==> src/rtl/mbx_irq_pkg.sv <==
package mbx_irq_pkg;

  typedef enum logic {
    DIR_READ  = 1'b0,
    DIR_WRITE = 1'b1
  } dir_e;

  // Mailbox word owned by port B: the highest word of the array.
  function automatic logic [31:0] box_of_b(input int unsigned aw);
    logic [31:0] v;
    v = (32'd1 << aw) - 32'd1;
    return v;
  endfunction

  // Mailbox word owned by port A: one below the highest word.
  function automatic logic [31:0] box_of_a(input int unsigned aw);
    logic [31:0] v;
    v = (32'd1 << aw) - 32'd2;
    return v;
  endfunction

  // An access counts only with enable high and semaphore select low.
  function automatic logic qualified(input logic en, input logic sem);
    return en & ~sem;
  endfunction

endpackage

==> src/rtl/mbx_port_decode.sv <==
module mbx_port_decode
  import mbx_irq_pkg::*;
#(
  parameter int unsigned ADDR_W = 15,
  parameter logic [ADDR_W-1:0] OWN_BOX  = '0,
  parameter logic [ADDR_W-1:0] PEER_BOX = '0
) (
  input  logic [ADDR_W-1:0] addr,
  input  logic              en,
  input  logic              we,
  input  logic              sem,
  output logic              post_peer,
  output logic              fetch_own
);

  logic live;
  dir_e dir;

  always_comb begin
    live      = qualified(en, sem);
    dir       = dir_e'(we);
    post_peer = live && (dir == DIR_WRITE) && (addr == PEER_BOX);
    fetch_own = live && (dir == DIR_READ)  && (addr == OWN_BOX);
  end

endmodule

==> src/rtl/mbx_irq_flag.sv <==
module mbx_irq_flag (
  input  logic clk,
  input  logic rst_n,
  input  logic set_ev,
  input  logic clr_ev,
  output logic irq_n
);

  logic pending;

  always_ff @(posedge clk or negedge rst_n) begin
    if (!rst_n)       pending <= 1'b0;
    else if (set_ev)  pending <= 1'b1;
    else if (clr_ev)  pending <= 1'b0;
  end

  assign irq_n = ~pending;

  assert_set_wins_R7: assert property (@(posedge clk) disable iff (!rst_n)
    (set_ev && clr_ev) |=> !irq_n);

  assert_hold_R9: assert property (@(posedge clk) disable iff (!rst_n)
    (!set_ev && !clr_ev) |=> $stable(irq_n));

endmodule

==> src/rtl/mbx_irq_top.sv <==
module mbx_irq_top
  import mbx_irq_pkg::*;
#(
  parameter int unsigned ADDR_W = 15
) (
  input  logic              clk,
  input  logic              rst_n,
  input  logic [ADDR_W-1:0] a_addr,
  input  logic              a_en,
  input  logic              a_we,
  input  logic              a_sem,
  output logic              a_irq_n,
  input  logic [ADDR_W-1:0] b_addr,
  input  logic              b_en,
  input  logic              b_we,
  input  logic              b_sem,
  output logic              b_irq_n
);

  localparam int unsigned NPORT = 2;
  localparam logic [31:0] BOX_A_W = box_of_a(ADDR_W);
  localparam logic [31:0] BOX_B_W = box_of_b(ADDR_W);
  localparam logic [ADDR_W-1:0] BOX_A = BOX_A_W[ADDR_W-1:0];
  localparam logic [ADDR_W-1:0] BOX_B = BOX_B_W[ADDR_W-1:0];

  logic [ADDR_W-1:0] addr_v [NPORT];
  logic [NPORT-1:0]  en_v, we_v, sem_v;
  logic [NPORT-1:0]  post_peer, fetch_own, irq_n_v;

  assign addr_v[0] = a_addr;
  assign addr_v[1] = b_addr;
  assign en_v      = {b_en, a_en};
  assign we_v      = {b_we, a_we};
  assign sem_v     = {b_sem, a_sem};

  for (genvar p = 0; p < NPORT; p++) begin : g_port
    localparam logic [ADDR_W-1:0] OWN  = (p == 0) ? BOX_A : BOX_B;
    localparam logic [ADDR_W-1:0] PEER = (p == 0) ? BOX_B : BOX_A;

    mbx_port_decode #(
      .ADDR_W  (ADDR_W),
      .OWN_BOX (OWN),
      .PEER_BOX(PEER)
    ) u_dec (
      .addr     (addr_v[p]),
      .en       (en_v[p]),
      .we       (we_v[p]),
      .sem      (sem_v[p]),
      .post_peer(post_peer[p]),
      .fetch_own(fetch_own[p])
    );

    mbx_irq_flag u_flag (
      .clk   (clk),
      .rst_n (rst_n),
      .set_ev(post_peer[NPORT-1-p]),
      .clr_ev(fetch_own[p]),
      .irq_n (irq_n_v[p])
    );
  end

  assign a_irq_n = irq_n_v[0];
  assign b_irq_n = irq_n_v[1];

  assert_reset_idle_R1: assert property (@(posedge clk)
    !rst_n |=> (a_irq_n && b_irq_n));

  assert_post_to_b_R2: assert property (@(posedge clk) disable iff (!rst_n)
    (a_en && !a_sem && a_we && a_addr == BOX_B) |=> !b_irq_n);

  assert_fetch_by_b_R3: assert property (@(posedge clk) disable iff (!rst_n)
    (b_en && !b_sem && !b_we && b_addr == BOX_B && !post_peer[0]) |=> b_irq_n);

  assert_post_to_a_R4: assert property (@(posedge clk) disable iff (!rst_n)
    (b_en && !b_sem && b_we && b_addr == BOX_A) |=> !a_irq_n);

  assert_fetch_by_a_R5: assert property (@(posedge clk) disable iff (!rst_n)
    (a_en && !a_sem && !a_we && a_addr == BOX_A && !post_peer[1]) |=> a_irq_n);

  assert_gate_a_side_R6: assert property (@(posedge clk) disable iff (!rst_n)
    ((!a_en || a_sem) && !post_peer[1]) |=> $stable(a_irq_n));

  assert_gate_b_side_R6: assert property (@(posedge clk) disable iff (!rst_n)
    ((!b_en || b_sem) && !post_peer[0]) |=> $stable(b_irq_n));

  assert_own_write_inert_R8: assert property (@(posedge clk) disable iff (!rst_n)
    (a_we && a_addr != BOX_B && !fetch_own[1] && !post_peer[0]
     && (!b_en || b_sem || b_addr != BOX_B)) |=> $stable(b_irq_n));

endmodule

==> config.mk <==
export PLATFORM = sky130hd
export DESIGN_NAME = mbx_irq_top
export DESIGN_NICKNAME = d
export VERILOG_FILES = /design/src/rtl/mbx_irq_pkg.sv /design/src/rtl/mbx_port_decode.sv /design/src/rtl/mbx_irq_flag.sv /design/src/rtl/mbx_irq_top.sv
export SDC_FILE = /design/constraint.sdc
export NUM_CORES = 1
export LEC_CHECK = 0
export ABC_AREA = 1
export BUFFER_PORTS_ARGS = -buffer_cell sky130_fd_sc_hd__buf_4
export CAP_MARGIN = 20
export CORE_AREA = 2 2 39 41
export DETAILED_ROUTE_END_ITERATION = 12
export DIE_AREA = 0 0 41 43
export PLACE_DENSITY = 0.6
export SLEW_MARGIN = 20
export SYNTH_ARGS = -nofsm -noshare
export SYNTH_HDL_FRONTEND = slang
export SYNTH_SLANG_ARGS = --single-unit
==> constraint.sdc <==
create_clock -name clk -period 0.8 [get_ports clk]
set_input_delay 0.08 -clock clk [delete_from_list [all_inputs] [get_ports clk]]
set_output_delay 0.08 -clock clk [all_outputs]
set_load 0.05 [all_outputs]
==> results of run 1 <==
[kinds of logic after synthesis]
logic type    Yosys count
buf+inv                 8
flops                   2
simple gates           40
[layout make-up]
type	count	area share
repair buffers	42	0.5088
multi-input cells	40	0.2994
flip-flops and latches	2	0.07828
inverters	8	0.04697
clock buffers	3	0.03523
well taps	16	0.03131
[final timing paths]
path | from | to | slack (ps) | cells past startpoint
setup / recovery | g_port[0].u_flag.pending | a_irq_n | -90 | 2
hold / removal | b_addr[0] | g_port[0].u_flag.pending | 140 | 4
setup reg to reg | g_port[0].u_flag.pending | g_port[0].u_flag.pending | 100 | 3
hold reg to reg | g_port[1].u_flag.pending | g_port[1].u_flag.pending | 560 | 3
max in group asynchronous | rst_n | g_port[0].u_flag.pending | 530 | 2
min in group asynchronous | rst_n | g_port[1].u_flag.pending | 190 | 2
[worst reg2reg max path: stages (launching register included)]
cell	delay, ps
dfrtp_1	370
buf_4	130
nand2_1	50
nand2_1	40
[metrics by stage]
stage               worst slack (ps)  area, um2    util  power (mW)  TNS [ps]
floorplan                      56.63      271.5       -      0.1405         0
global placement               57.37      584.3  0.4222      0.2849         0
detailed placement             51.17      584.3  0.4222      0.2872         0
CTS                           -99.12      639.4  0.4620      0.5312    -194.7
global route                  -152.5      639.4  0.4620      0.5756    -284.0
finish                        -88.59      639.4  0.4620      0.5155    -174.2
[cell usage after synthesis]
| master | count |
|---|---|
| dfrtp_1 | 2 |
| inv_1 | 7 |
| inv_2 | 1 |
| nand2_1 | 21 |
| nand3_1 | 3 |
| nand4_1 | 1 |
| nand4_4 | 1 |
| nor2_1 | 8 |
| nor2_2 | 3 |
| nor2b_2 | 1 |
| nor3_1 | 1 |
| nor3b_1 | 1 |
[layer usage]
metal | wire length (um) | part of all wire
met1 | 282 | 0.35
met5 | 0 | 0
met4 | 0 | 0
met2 | 375 | 0.46
met3 | 149 | 0.18
[power breakdown]
part	switching [mW]	internal, mW
registers	0.0000179	0.102
logic	0.0529	0.133
clock network	0.0617	0.166
total	0.115	0.401
[timing repair]
item / CTS / global route
hold buffers: 1 / 0
gates resized for setup: 2 / 0
buffers inserted: 2 / 0
gates cloned: 0 / 0
pin swaps: 0 / 0
hold endpoints to repair: 2 / 0
setup endpoints to repair: 2 / 2
==> impl_results.md, run 1 <==
- Crit path required time: just over 700 ps
- Simple logic cell fraction of the synthesized area: 0.7051
- Die Wd: a little over 40 um
- Global route overflow: 0
- Antenna Violating Nets Remaining: 0
- Root buffer cell: clkbuf_4
- First-pass GRT wire length: 1449 um
- CTS tree: built
- Crit. End Element: primary output
- Commonest non-fill, non-tap cell in the layout: buf_4
- Met1 Track Usage GR: 0.1282
- Row Count: 14
- Ratio of final minimum period to clock period: 1.111
- Syn_nets: 88
- Global Route Usage Sum: 0.1234
- DP HPWL: 712.1 um
- Final Wtd Congestion: ~0.6
- Fill cells: ~160
- Cells after synthesis: 50
- Mux cell area share after synthesis: 0
- First DRT Iteration DRCs: 1
- Vias per cell: a little under 4
- Share of post-route cells with drive strength above 1: 0.5263
- Worst hold slack: between 100 and 150 ps
- Area of the mapped netlist: around 270 um2
- WL/cell: ~7.3 um
- Max cap viols: 0
- Total Wirelength: about 810 um
- Number of global-route vias before repair: approximately 420
- Leak: 0.3424 nW
- Synth area leaders: nand2_1 (29%), dfrtp_1 (18%), nor2_1 (11%)
- Average size of a mapped cell: roughly 5.4 um2
- Finish-stage setup viols: 2
- Clock-pin slew on the worst setup and hold paths: around 30 ps
- Post-Synth XOR/XNOR Area: 0
- # DRC: 0
- Clk_lat worst skew: about 230 ps
- Highest-count cells in the layout ignoring fill and taps: buf_4 (39), nand2_1 (21), nor2_1 (8)
- CP arrival: about 810 ps
- PortBufs: 39
- Fin. Hold Viols: 0
- Number of synthesis warnings: 0
- Critical path cell sequence: inv_1 > buf_6
- CP Launch Type: flip-flop
- Final setup margin: -88.59 ps
- Top cell type by total area after synthesis: nand2_1
- Status: finished, violations left
- RSZ-0062 raised after global routing: yes
- Fin nets: 135
- Largest family of logic cells by synthesized area: simple AND/OR/NAND/NOR gates
- Starting density of the core: 0.1962
- Longest Clk Path Bufs: 2
- Final slew viol count: 0
- Adder-Cell Fraction of Synth Area: 0
- Reg area: approximately 50 um2
- Hold Path Class: in -> reg
- Failing checks: negative setup slack
- Post-synthesis compound-gate area fraction: 0
- Tmin final: slightly below 900 ps
- Ant. Diodes: 0
- Placed Cells: around 110
- Fmax: around 1100 MHz
- IR drop worst, VDD: 0.3961 mV
- Post-synth top area share: 0.2903
- Seq cells post-synth: 2
- Die Span Y: roughly 43 um
- Met3 Usage GRT: 0.06806
- Layout area overhead: 135.5%
- DR vias: 440
- Biggest regs: g_port.u_flag.pending: 2 flops
- CP max-delay cell: dfrtp_1
- Worst-Margin Slew: ~170 ps
- Max reg flops: 2
- TritonRoute pass-1 iters: 4
- Largest Register: g_port.u_flag.pending
- Multi-input logic area: about 190 um2
- Final std cells w/o fill: between 100 and 150
- GR peak layer: met2
- Clock tree sinks: 2
- Largest net degree at the start of global routing: 3
- Clock Skews: 0 ps
- Critical path's top delay family: flip-flops
- Crit path max fanout: 2
- Met2 Usage GRT: 0.1906
- Critical Path Max Stage Delay: 370 ps
- CTS H-tree lvls: 1
- Crit path buf inv count: 2
- # IOs: 40
- Core area: about 0.0014 mm2
- Relative slew slack: 0.8841
- CTS buffer count: 3
- Yosys cell types: 12
- Die area: 0.001763 mm2
- Initial antenna violation count: 0
- Pwr/cell area: between 800 and 900 mW/mm2
- Sequential cell area fraction in the yosys report: 0.1843
- Critical path class: reg -> out
Note: power is estimated with default switching activity, not from simulation.
==> run 2: changes to the inputs <==
--- a/config.mk
+++ b/config.mk
@@ -12,7 +12,9 @@
 export DETAILED_ROUTE_END_ITERATION = 12
 export DIE_AREA = 0 0 41 43
 export PLACE_DENSITY = 0.6
+export SKIP_CTS_REPAIR_TIMING = 1
 export SLEW_MARGIN = 20
 export SYNTH_ARGS = -nofsm -noshare
 export SYNTH_HDL_FRONTEND = slang
 export SYNTH_SLANG_ARGS = --single-unit
+export TNS_END_PERCENT = 20
==> run 2 against run 1 <==
Effect of this change:
- the run still ends with negative setup slack left
- non-clock buffer count down 1
- final cell count down 0.90%
- die area unchanged
- clock skew unchanged
- critical endpoint is now b_irq_n
- largest cell class unchanged
- largest power group unchanged
- highest routed layer unchanged
==> impl_results.md, run 2 (synthesis gave the netlist of run 1 again) <==
- Highest-count cells in the layout ignoring fill and taps: buf_4 (38), nand2_1 (21), nor2_1 (8)
- Total Wirelength: 800 um (-0.87%)
- DP HPWL: 712.1 um (unchanged)
- Ant. Diodes: 0 (unchanged)
- Clock tree sinks: 2 (unchanged)
- CP arrival: 820 ps (about the same)
- Vias per cell: 4.000 (+0.91%)
- Crit path buf inv count: 2 (unchanged)
- Net Sw Frac: 0.2213 (-0.001123)
- # IOs: 40 (unchanged)
- Number of global-route vias before repair: 408 (-2.2%)
- Starting density of the core: 0.1962 (unchanged)
- Pre-CTS WS: 51.17 ps (unchanged)
- Die Span Y: 43 um (unchanged)
- Die Wd: 41 um (unchanged)
- Longest Clk Path Bufs: 2 (unchanged)
- Final setup margin: -98.84 ps (-10.25 ps)
- Status: finished, violations left
- TritonRoute pass-1 iters: 3 (-1)
- Biggest regs: g_port.u_flag.pending: 2 flops
- Share of post-route cells with drive strength above 1: 0.5213 (-0.005039)
- Critical path's top delay family: flip-flops
- CTS H-tree lvls: 1 (unchanged)
- Worst-Margin Slew: 173.5 ps (unchanged)
- Critical path class: reg -> out
- Leak: 0.3369 nW (-1.6%)
- Initial antenna violation count: 0 (unchanged)
- Relative slew slack: 0.8841 (unchanged)
- CP max-delay cell: dfrtp_1
- WL/cell: 7.273 um (about the same)
- Clock-pin slew on the worst setup and hold paths: 30 ps (about the same)
- Comb pwr share: 0.361 (about the same)
- PortBufs: 39 (unchanged)
- Layout area overhead: 132.7%
- Antenna Violating Nets Remaining: 0 (unchanged)
- CTS tree: built
- Critical register-to-register path startpoint: g_port[0].u_flag.pending
- IR drop worst, VDD: 0.3544 mV (-11%)
- Crit path max fanout: 2 (unchanged)
- Total power: 514.7 uW (-0.17%)
- Max reg flops: 2 (unchanged)
- CP Launch Point: g_port[1].u_flag.pending
- Global Route Usage Sum: 0.1204 (-0.003009)
- Switch Pwr: 113.9 uW (-0.67%)
- Clock Skews: 0 ps (unchanged)
- Tmin final: 898.8 ps (+10.25 ps)
- Failing checks: negative setup slack
- Hold path startpoint: b_addr[0]
- Hold Path Class: in -> reg
- Crit path required time: 720 ps (about the same)
- Clk_lat worst skew: 230 ps (about the same)
- Pwr/cell area: 814.5 mW/mm2 (+1.0%)
- RSZ-0062 raised after global routing: yes
- Sequential Power Share: 0.198 (about the same)
- Largest Register: g_port.u_flag.pending
- # DRC: 0 (unchanged)
- Fin. Hold Viols: 0 (unchanged)
- Ratio of final minimum period to clock period: 1.124 (+0.01282)
- Final slew viol count: 0 (unchanged)
- Fmax: 1113 MHz (-1.1%)
- Row Count: 14 (unchanged)
- Core area: 0.001384 mm2 (unchanged)
- First-pass GRT wire length: 1421 um (-1.9%)
- Fin nets: 134 (-0.74%)
- Final Wtd Congestion: 0.6073 (unchanged)
- Largest net degree at the start of global routing: 3 (unchanged)
- Crit. End Element: primary output
- Max cap viols: 0 (unchanged)
- Internal power: 400.8 uW (about the same)
- Root buffer cell: clkbuf_4
- CTS buffer count: 3 (unchanged)
- R2r setup slk: 100 ps (about the same)
- Die area: 0.001763 mm2 (unchanged)
- First DRT Iteration DRCs: 1 (unchanged)
- Critical Path Max Stage Delay: 370 ps (about the same)
- Finish-stage setup viols: 2 (unchanged)
- DR vias: 440 (unchanged)
- Global route overflow: 0 (unchanged)
- Critical path cell sequence: inv_1 > buf_6
- CP Launch Type: flip-flop
- Clock power share: 0.441 (about the same)
- Commonest non-fill, non-tap cell in the layout: buf_4
run 2: through the flow:
step                      instance area, um2  TNS [ps]    util  instances  hold slack, ps
after floorplan                        271.5         0       -         50          -215.6
after global placement                 584.3         0  0.4222        105          -137.8
after detailed placement               584.3         0  0.4222        105          -137.3
after CTS                              606.8    -252.3  0.4385        108          -380.8
after global routing                   631.9    -287.9  0.4566        110           180.4
final                                  631.9    -186.7  0.4566        110           144.1
run 2: final timing paths:
kind,endpoint,cells after the start
max in group asynchronous,g_port[0].u_flag.pending,2
max,b_irq_n,2
min,g_port[0].u_flag.pending,4
max reg2reg,g_port[0].u_flag.pending,3
min reg2reg,g_port[1].u_flag.pending,2
min in group asynchronous,g_port[1].u_flag.pending,2
run 2: power by group through the flow:
stage / clock (mW) / sequential [mW] / combinational, mW
floorplan: 0 / 0.103 / 0.0374
CTS: 0.241 / 0.102 / 0.185
global route: 0.265 / 0.102 / 0.208
finish: 0.227 / 0.102 / 0.186
detailed placement: 0 / 0.103 / 0.184
global placement: 0 / 0.103 / 0.182
run 2: area by class of cell:
type | count | area, um2
inverters | 8 | 30.03
flip-flops and latches | 2 | 50.05
multi-input cells | 40 | 191.4
repair buffers | 41 | 317.8
clock buffers | 3 | 22.52
fillers | 155 | 752.0
well taps | 16 | 20.02
run 2: routing by layer:
| layer | global-route usage | wire length (um) | up-vias |
|---|---|---|---|
| met5 | 0 | 0 | - |
| met3 | 0.06283 | 150 | 0 |
| met2 | 0.1844 | 367 | 33 |
| li1 | - | - | 239 |
| met1 | 0.1282 | 281 | 168 |
| met4 | 0.06000 | 0 | 0 |
run 2: worst reg2reg max path, stage by stage, from the launching register on:
cell	delay (ps)
dfrtp_1	370
buf_4	130
nand2_1	50
nand2_1	40
